**src/rtl/spdif_cs_pkg.sv**
```systemverilog
package spdif_cs_pkg;
    localparam int CS_BITS = 40;
    localparam int FRAMES  = 192;

    typedef enum logic [0:0] {
        ST_HOLD  = 1'b0,
        ST_ARMED = 1'b1
    } cs_state_e;
endpackage

```
**src/rtl/cs_stage_regs.sv**
```systemverilog
module cs_stage_regs #(
    parameter int CS_BITS = 40,
    parameter int ADDR_W  = 4
) (
    input  logic               clk,
    input  logic               rst_n,
    input  logic               wr_en,
    input  logic [ADDR_W-1:0]  wr_addr,
    input  logic [7:0]         wr_data,
    output logic [CS_BITS-1:0] stg_l,
    output logic [CS_BITS-1:0] stg_r
);
    localparam int NBYTES = (CS_BITS + 7) / 8;

    logic [NBYTES*8-1:0] pad_l;
    logic [NBYTES*8-1:0] pad_r;

    always_ff @(posedge clk or negedge rst_n) begin
        if (!rst_n) begin
            pad_l <= '0;
            pad_r <= '0;
        end else if (wr_en) begin
            for (int k = 0; k < NBYTES; k++) begin
                if (wr_addr == ADDR_W'(k))
                    pad_l[k*8 +: 8] <= wr_data;
                if (wr_addr == ADDR_W'(NBYTES + k))
                    pad_r[k*8 +: 8] <= wr_data;
            end
        end
    end

    assign stg_l = pad_l[CS_BITS-1:0];
    assign stg_r = pad_r[CS_BITS-1:0];
endmodule

```
**src/rtl/cs_commit_fsm.sv**
```systemverilog
module cs_commit_fsm
    import spdif_cs_pkg::*;
(
    input  logic      clk,
    input  logic      rst_n,
    input  logic      commit_enable,
    input  logic      blk_start,
    output cs_state_e state,
    output logic      commit
);
    cs_state_e state_nx;

    always_ff @(posedge clk or negedge rst_n) begin
        if (!rst_n) state <= ST_HOLD;
        else        state <= state_nx;
    end

    always_comb begin
        state_nx = state;
        unique case (state)
            ST_HOLD:  if (commit_enable)  state_nx = ST_ARMED;
            ST_ARMED: if (!commit_enable) state_nx = ST_HOLD;
            default:  state_nx = ST_HOLD;
        endcase
    end

    always_comb begin
        commit = 1'b0;
        unique case (state)
            ST_HOLD:  commit = 1'b0;
            ST_ARMED: commit = blk_start & commit_enable;
            default:  commit = 1'b0;
        endcase
    end
endmodule

```
**src/rtl/cs_active_regs.sv**
```systemverilog
module cs_active_regs #(
    parameter int CS_BITS = 40,
    parameter int IDX_W   = 8
) (
    input  logic               clk,
    input  logic               rst_n,
    input  logic               commit,
    input  logic               mirror_left,
    input  logic [CS_BITS-1:0] stg_l,
    input  logic [CS_BITS-1:0] stg_r,
    input  logic [IDX_W-1:0]   frame_idx,
    output logic [CS_BITS-1:0] act_l,
    output logic [CS_BITS-1:0] act_r,
    output logic               cs_left,
    output logic               cs_right
);
    localparam int SEL_W = $clog2(CS_BITS);

    logic             in_head;
    logic [SEL_W-1:0] sel;

    always_ff @(posedge clk or negedge rst_n) begin
        if (!rst_n) begin
            act_l <= '0;
            act_r <= '0;
        end else if (commit) begin
            act_l <= stg_l;
            act_r <= mirror_left ? stg_l : stg_r;
        end
    end

    assign in_head  = (frame_idx < IDX_W'(CS_BITS));
    assign sel      = frame_idx[SEL_W-1:0];
    assign cs_left  = in_head & act_l[sel];
    assign cs_right = in_head & act_r[sel];
endmodule

```
**src/rtl/spdif_cs_bank.sv**
```systemverilog
module spdif_cs_bank
    import spdif_cs_pkg::*;
#(
    parameter int CS_W    = spdif_cs_pkg::CS_BITS,
    parameter int NFRAMES = spdif_cs_pkg::FRAMES,
    parameter int ADDR_W  = 4,
    parameter int IDX_W   = $clog2(NFRAMES)
) (
    input  logic              clk,
    input  logic              rst_n,
    input  logic              wr_en,
    input  logic [ADDR_W-1:0] wr_addr,
    input  logic [7:0]        wr_data,
    input  logic              commit_enable,
    input  logic              mirror_left,
    input  logic              blk_start,
    input  logic [IDX_W-1:0]  frame_idx,
    output logic              cs_left,
    output logic              cs_right,
    output logic              user_bit
);
    logic [CS_W-1:0] stg_l, stg_r, act_l, act_r;
    cs_state_e       fsm_state;
    logic            commit;

    cs_stage_regs #(.CS_BITS(CS_W), .ADDR_W(ADDR_W)) u_stage (
        .clk(clk), .rst_n(rst_n), .wr_en(wr_en), .wr_addr(wr_addr),
        .wr_data(wr_data), .stg_l(stg_l), .stg_r(stg_r)
    );

    cs_commit_fsm u_fsm (
        .clk(clk), .rst_n(rst_n), .commit_enable(commit_enable),
        .blk_start(blk_start), .state(fsm_state), .commit(commit)
    );

    cs_active_regs #(.CS_BITS(CS_W), .IDX_W(IDX_W)) u_active (
        .clk(clk), .rst_n(rst_n), .commit(commit), .mirror_left(mirror_left),
        .stg_l(stg_l), .stg_r(stg_r), .frame_idx(frame_idx),
        .act_l(act_l), .act_r(act_r), .cs_left(cs_left), .cs_right(cs_right)
    );

    assign user_bit = 1'b0;
endmodule

```
**config.mk**
```make
export PLATFORM = sky130hd
export DESIGN_NAME = spdif_cs_bank
export DESIGN_NICKNAME = d
export VERILOG_FILES = /design/src/rtl/spdif_cs_pkg.sv /design/src/rtl/cs_stage_regs.sv /design/src/rtl/cs_commit_fsm.sv /design/src/rtl/cs_active_regs.sv /design/src/rtl/spdif_cs_bank.sv
export SDC_FILE = /design/constraint.sdc
export NUM_CORES = 1
export LEC_CHECK = 0
export BUFFER_PORTS_ARGS = -buffer_cell sky130_fd_sc_hd__buf_4
export CAP_MARGIN = 20
export CORE_MARGIN = 5
export CORE_UTILIZATION = 65
export CTS_CLUSTER_SIZE = 30
export DETAILED_ROUTE_END_ITERATION = 16
export HOLD_SLACK_MARGIN = 0.12
export PLACE_DENSITY = 0.9
export SLEW_MARGIN = 10
export SYNTH_ARGS = -nofsm -noshare
export SYNTH_HDL_FRONTEND = slang
export SYNTH_SLANG_ARGS = --single-unit
```
**constraint.sdc**
```tcl
create_clock -name clk -period 4.08 [get_ports clk]
set_input_delay 0.204 -clock clk [delete_from_list [all_inputs] [get_ports clk]]
set_output_delay 0.204 -clock clk [all_outputs]
set_load 0.05 [all_outputs]
```
==> flow_metrics.tcl <==
set metrics [dict create \
    hold_path.class "in2reg" \
    yosysTopAreaCell "dfrtp_1" \
    grt_pass1_wl_microns 25900 \
    drt-total-wl_microns 15500 \
    slew_viol_final 0 \
    rows 38 \
    grt_use_total_pct 26.0 \
    clock_sinks 161 \
    design_area_sq_um 8120 \
    whs_ps 143 \
    peakVddDrop_uv 459 \
    synth.distinct_cells 35 \
    routedWlPerCell_microns 22.1 \
    drt-pass1-iter-count 4 \
    clk_pin_slew_ps 60 \
    swShare_pct 25.5 \
    reg2reg_from "u_fsm.state" \
    vias 4406 \
    power.switching_mw 1.22 \
    drtIter0Drc 397 \
    viasPerCell 6.29 \
    reg2reg_slack_ps 2010 \
    fp.dieW_microns 115 \
    antenna_found_initial 0 \
    rr_endpoint "u_active.act_l[28]" \
    synth.area.top_cells "dfrtp_1, mux2_2, mux2i_1, o21ai_0, nand2_1" \
    p_comb_share_pct 16.3 \
    syn_nets 551 \
    clockRootBuffer "clkbuf_8" \
    start_util_pct 66.1 \
    multi_input_area_sq_um 2940 \
    final_core_util_pct 75.2 \
    drc 0 \
    yosys.area.top_type_share_pct 56.5 \
    finalPower_mw 4.80 \
    drtAntennaViolNets 0 \
    worst_slew_margin_rel_pct 36.3 \
    critPathCapture "cs_right" \
    layout.cells.non_filler 701 \
    pre_cts_slack_ps 1990 \
    timing.final.ws_setup_ps 1650 \
    crit_path_cell_trace "mux4_1, mux2_2, a21oi_2, a31oi_1, buf_4" \
    pwr-share-clk_pct 35.7 \
    synth_seq_cells 161 \
    cp_slowest_stage_delay_ps 520 \
    top_level_ports 29 \
    syn_area_sq_um 7130 \
    rsz0062_at_grt "no" \
    seq_area_frac_synth_pct 56.5 \
    grt-ovfl-total 0 \
    powerDensity_nw_per_um2 591 \
    fmax_mhz 411 \
    dp_cells 659 \
    dpl-instance-area_sq_um 7380 \
    clockBufferDepth 2 \
    diodes 0 \
    synth-warning-count 0 \
    skew_ps 5.69 \
    hold_viol_final 0 \
    sequentialPowerShare_pct 48.0 \
    start_kind "flop" \
    crit_path_top_delay_cell "mux4_1" \
    tns_ps 0 \
    dp_hpwl_microns 9690 \
    worst_slew_pin_slew_ps 956 \
    cts_buffers 17 \
    clock_latency_ps 540 \
    post_cts_buffers 0 \
    io_buffers 27 \
    regArea_sq_um 4030 \
    fin_nets 574 \
    min_period_ps 2430 \
    synth_area_per_cell_sq_um 13.6 \
    place.gp.congestion 0.818 \
    layout-drive-gt1-share_pct 34.0 \
    path_class "reg2out" \
    nFillCells 644 \
    cts_tree "built" \
    syn_to_final_growth_pct 13.8 \
    fp.dieH_microns 115 \
    cp_max_fo 2 \
    maxCapViolations 0 \
    endpoint_kind "primary output" \
    coreArea_sq_um 10800 \
    power.internal_mw 3.57 \
    startpoint "u_active.act_r[4]" \
    synthCells 525 \
    grt_pass1_vias 4751 \
    die-area_sq_um 13200 \
    crit_required_ps 3880 \
    grt_max_degree 107 \
    outcome "completed" \
    post-route-period-util_pct 59.6 \
    p_leak_nw 3.74 \
    htree_levels 4 \
    cp_data_arrival_time_ps 2230 \
    reg2reg_depth 3 \
    setup_viol 0 \
]
layout by cell type (no fill, tap or decap), drive strengths merged:
cell type,n
a22o,1
clkinv,3
a31o,1
nand3,7
nand2b,3
a31oi,2
nor2,6
nor4,2
nand3b,2
a21oi,3
nand4,1
mux2i,62
nand2,50
conb,1
nor3,1
o2111ai,1
clkbuf,22
mux2,121
dlygate4sd3,10
o21ai,41
bufinv,5
nor3b,3
mux4,11
nor2b,3
dfrtp,161
a22oi,2
or3,1
buf,30
clkinvlp,2
a41oi,2
a211o,1
cells in the mapped netlist, drive strengths merged:
library cell and n:
dfrtp 161, mux2 121, mux2i 62, nand2 50, o21ai 41, buf 26
mux4 11, clkbuf 10, nand3 7, nor2 6, a21oi 3, nand2b 3
nor2b 3, nor3b 3, a22oi 2, a31oi 2, a41oi 2, nand3b 2
nor4 2, a211o 1, a22o 1, a31o 1, conb 1, nand4 1
nor3 1, o2111ai 1, or3 1
logic make-up after synthesis:
kind of cell	count (synthesis)	synth area share (%)
flops	161	56.5
buf+inv	36	2.46
mux	194	31.6
simple gates	79	5.12
compound gates	54	4.26
other cells	1	0.0526
critical path: cells and delay by family, from the launching register on:
family / cells / cell delay, ps
buf+inv: 1 / 210
flops: 1 / 400
compound gates: 2 / 250
mux: 2 / 840
worst min-delay path by stage:
stage          slack [ps]  cells after the start                 to           from
2_1_floorplan         -90                      0  u_active.act_l[0]          rst_n
3_5_place_dp          340                      1        u_fsm.state  commit_enable
5_1_grt               140                      3  u_stage.stg_r[38]     wr_addr[2]
4_1_cts               120                      3  u_stage.stg_r[38]     wr_addr[2]
3_3_place_gp          340                      1        u_fsm.state  commit_enable
6_report              140                      3  u_stage.stg_r[38]     wr_addr[2]
area by class of cell:
type | count | area share (%)
clock buffer | 22 | 5.70
clock inverter | 10 | 2.22
multi-input combinational | 328 | 36.2
sequential | 161 | 49.6
tap | 140 | 2.16
timing repair buffer | 40 | 4.05
power groups by stage:
stage,clock network [mW],registers [mW],logic [mW]
after CTS,1.73,2.30,0.788
after global placement,0,2.28,0.717
after floorplan,0,2.20,0.594
final,1.71,2.30,0.783
after global routing,1.81,2.35,0.870
after detailed placement,0,2.31,0.766
what timing repair did:
| item | CTS | global route |
|---|---|---|
| setup endpoints to repair | 0 | 0 |
| hold buffers | 10 | 0 |
| resized for setup | 0 | 0 |
| endpoints found under the hold margin | 185 | 0 |
registers in the layout, summed over array words and instances (netlist names):
register        flops
u_active.act_r     40
u_stage.stg_l      40
u_fsm.state         1
u_stage.stg_r      40
u_active.act_l     40
metal layers:
metal / share of wire (%) / global-route usage [%]
met3: 6.9 / 7.79
met5: 0 / 0
met4: 2.2 / 8.29
met1: 42 / 35.9
met2: 49 / 40.3
(Power assumes the default switching activity.)
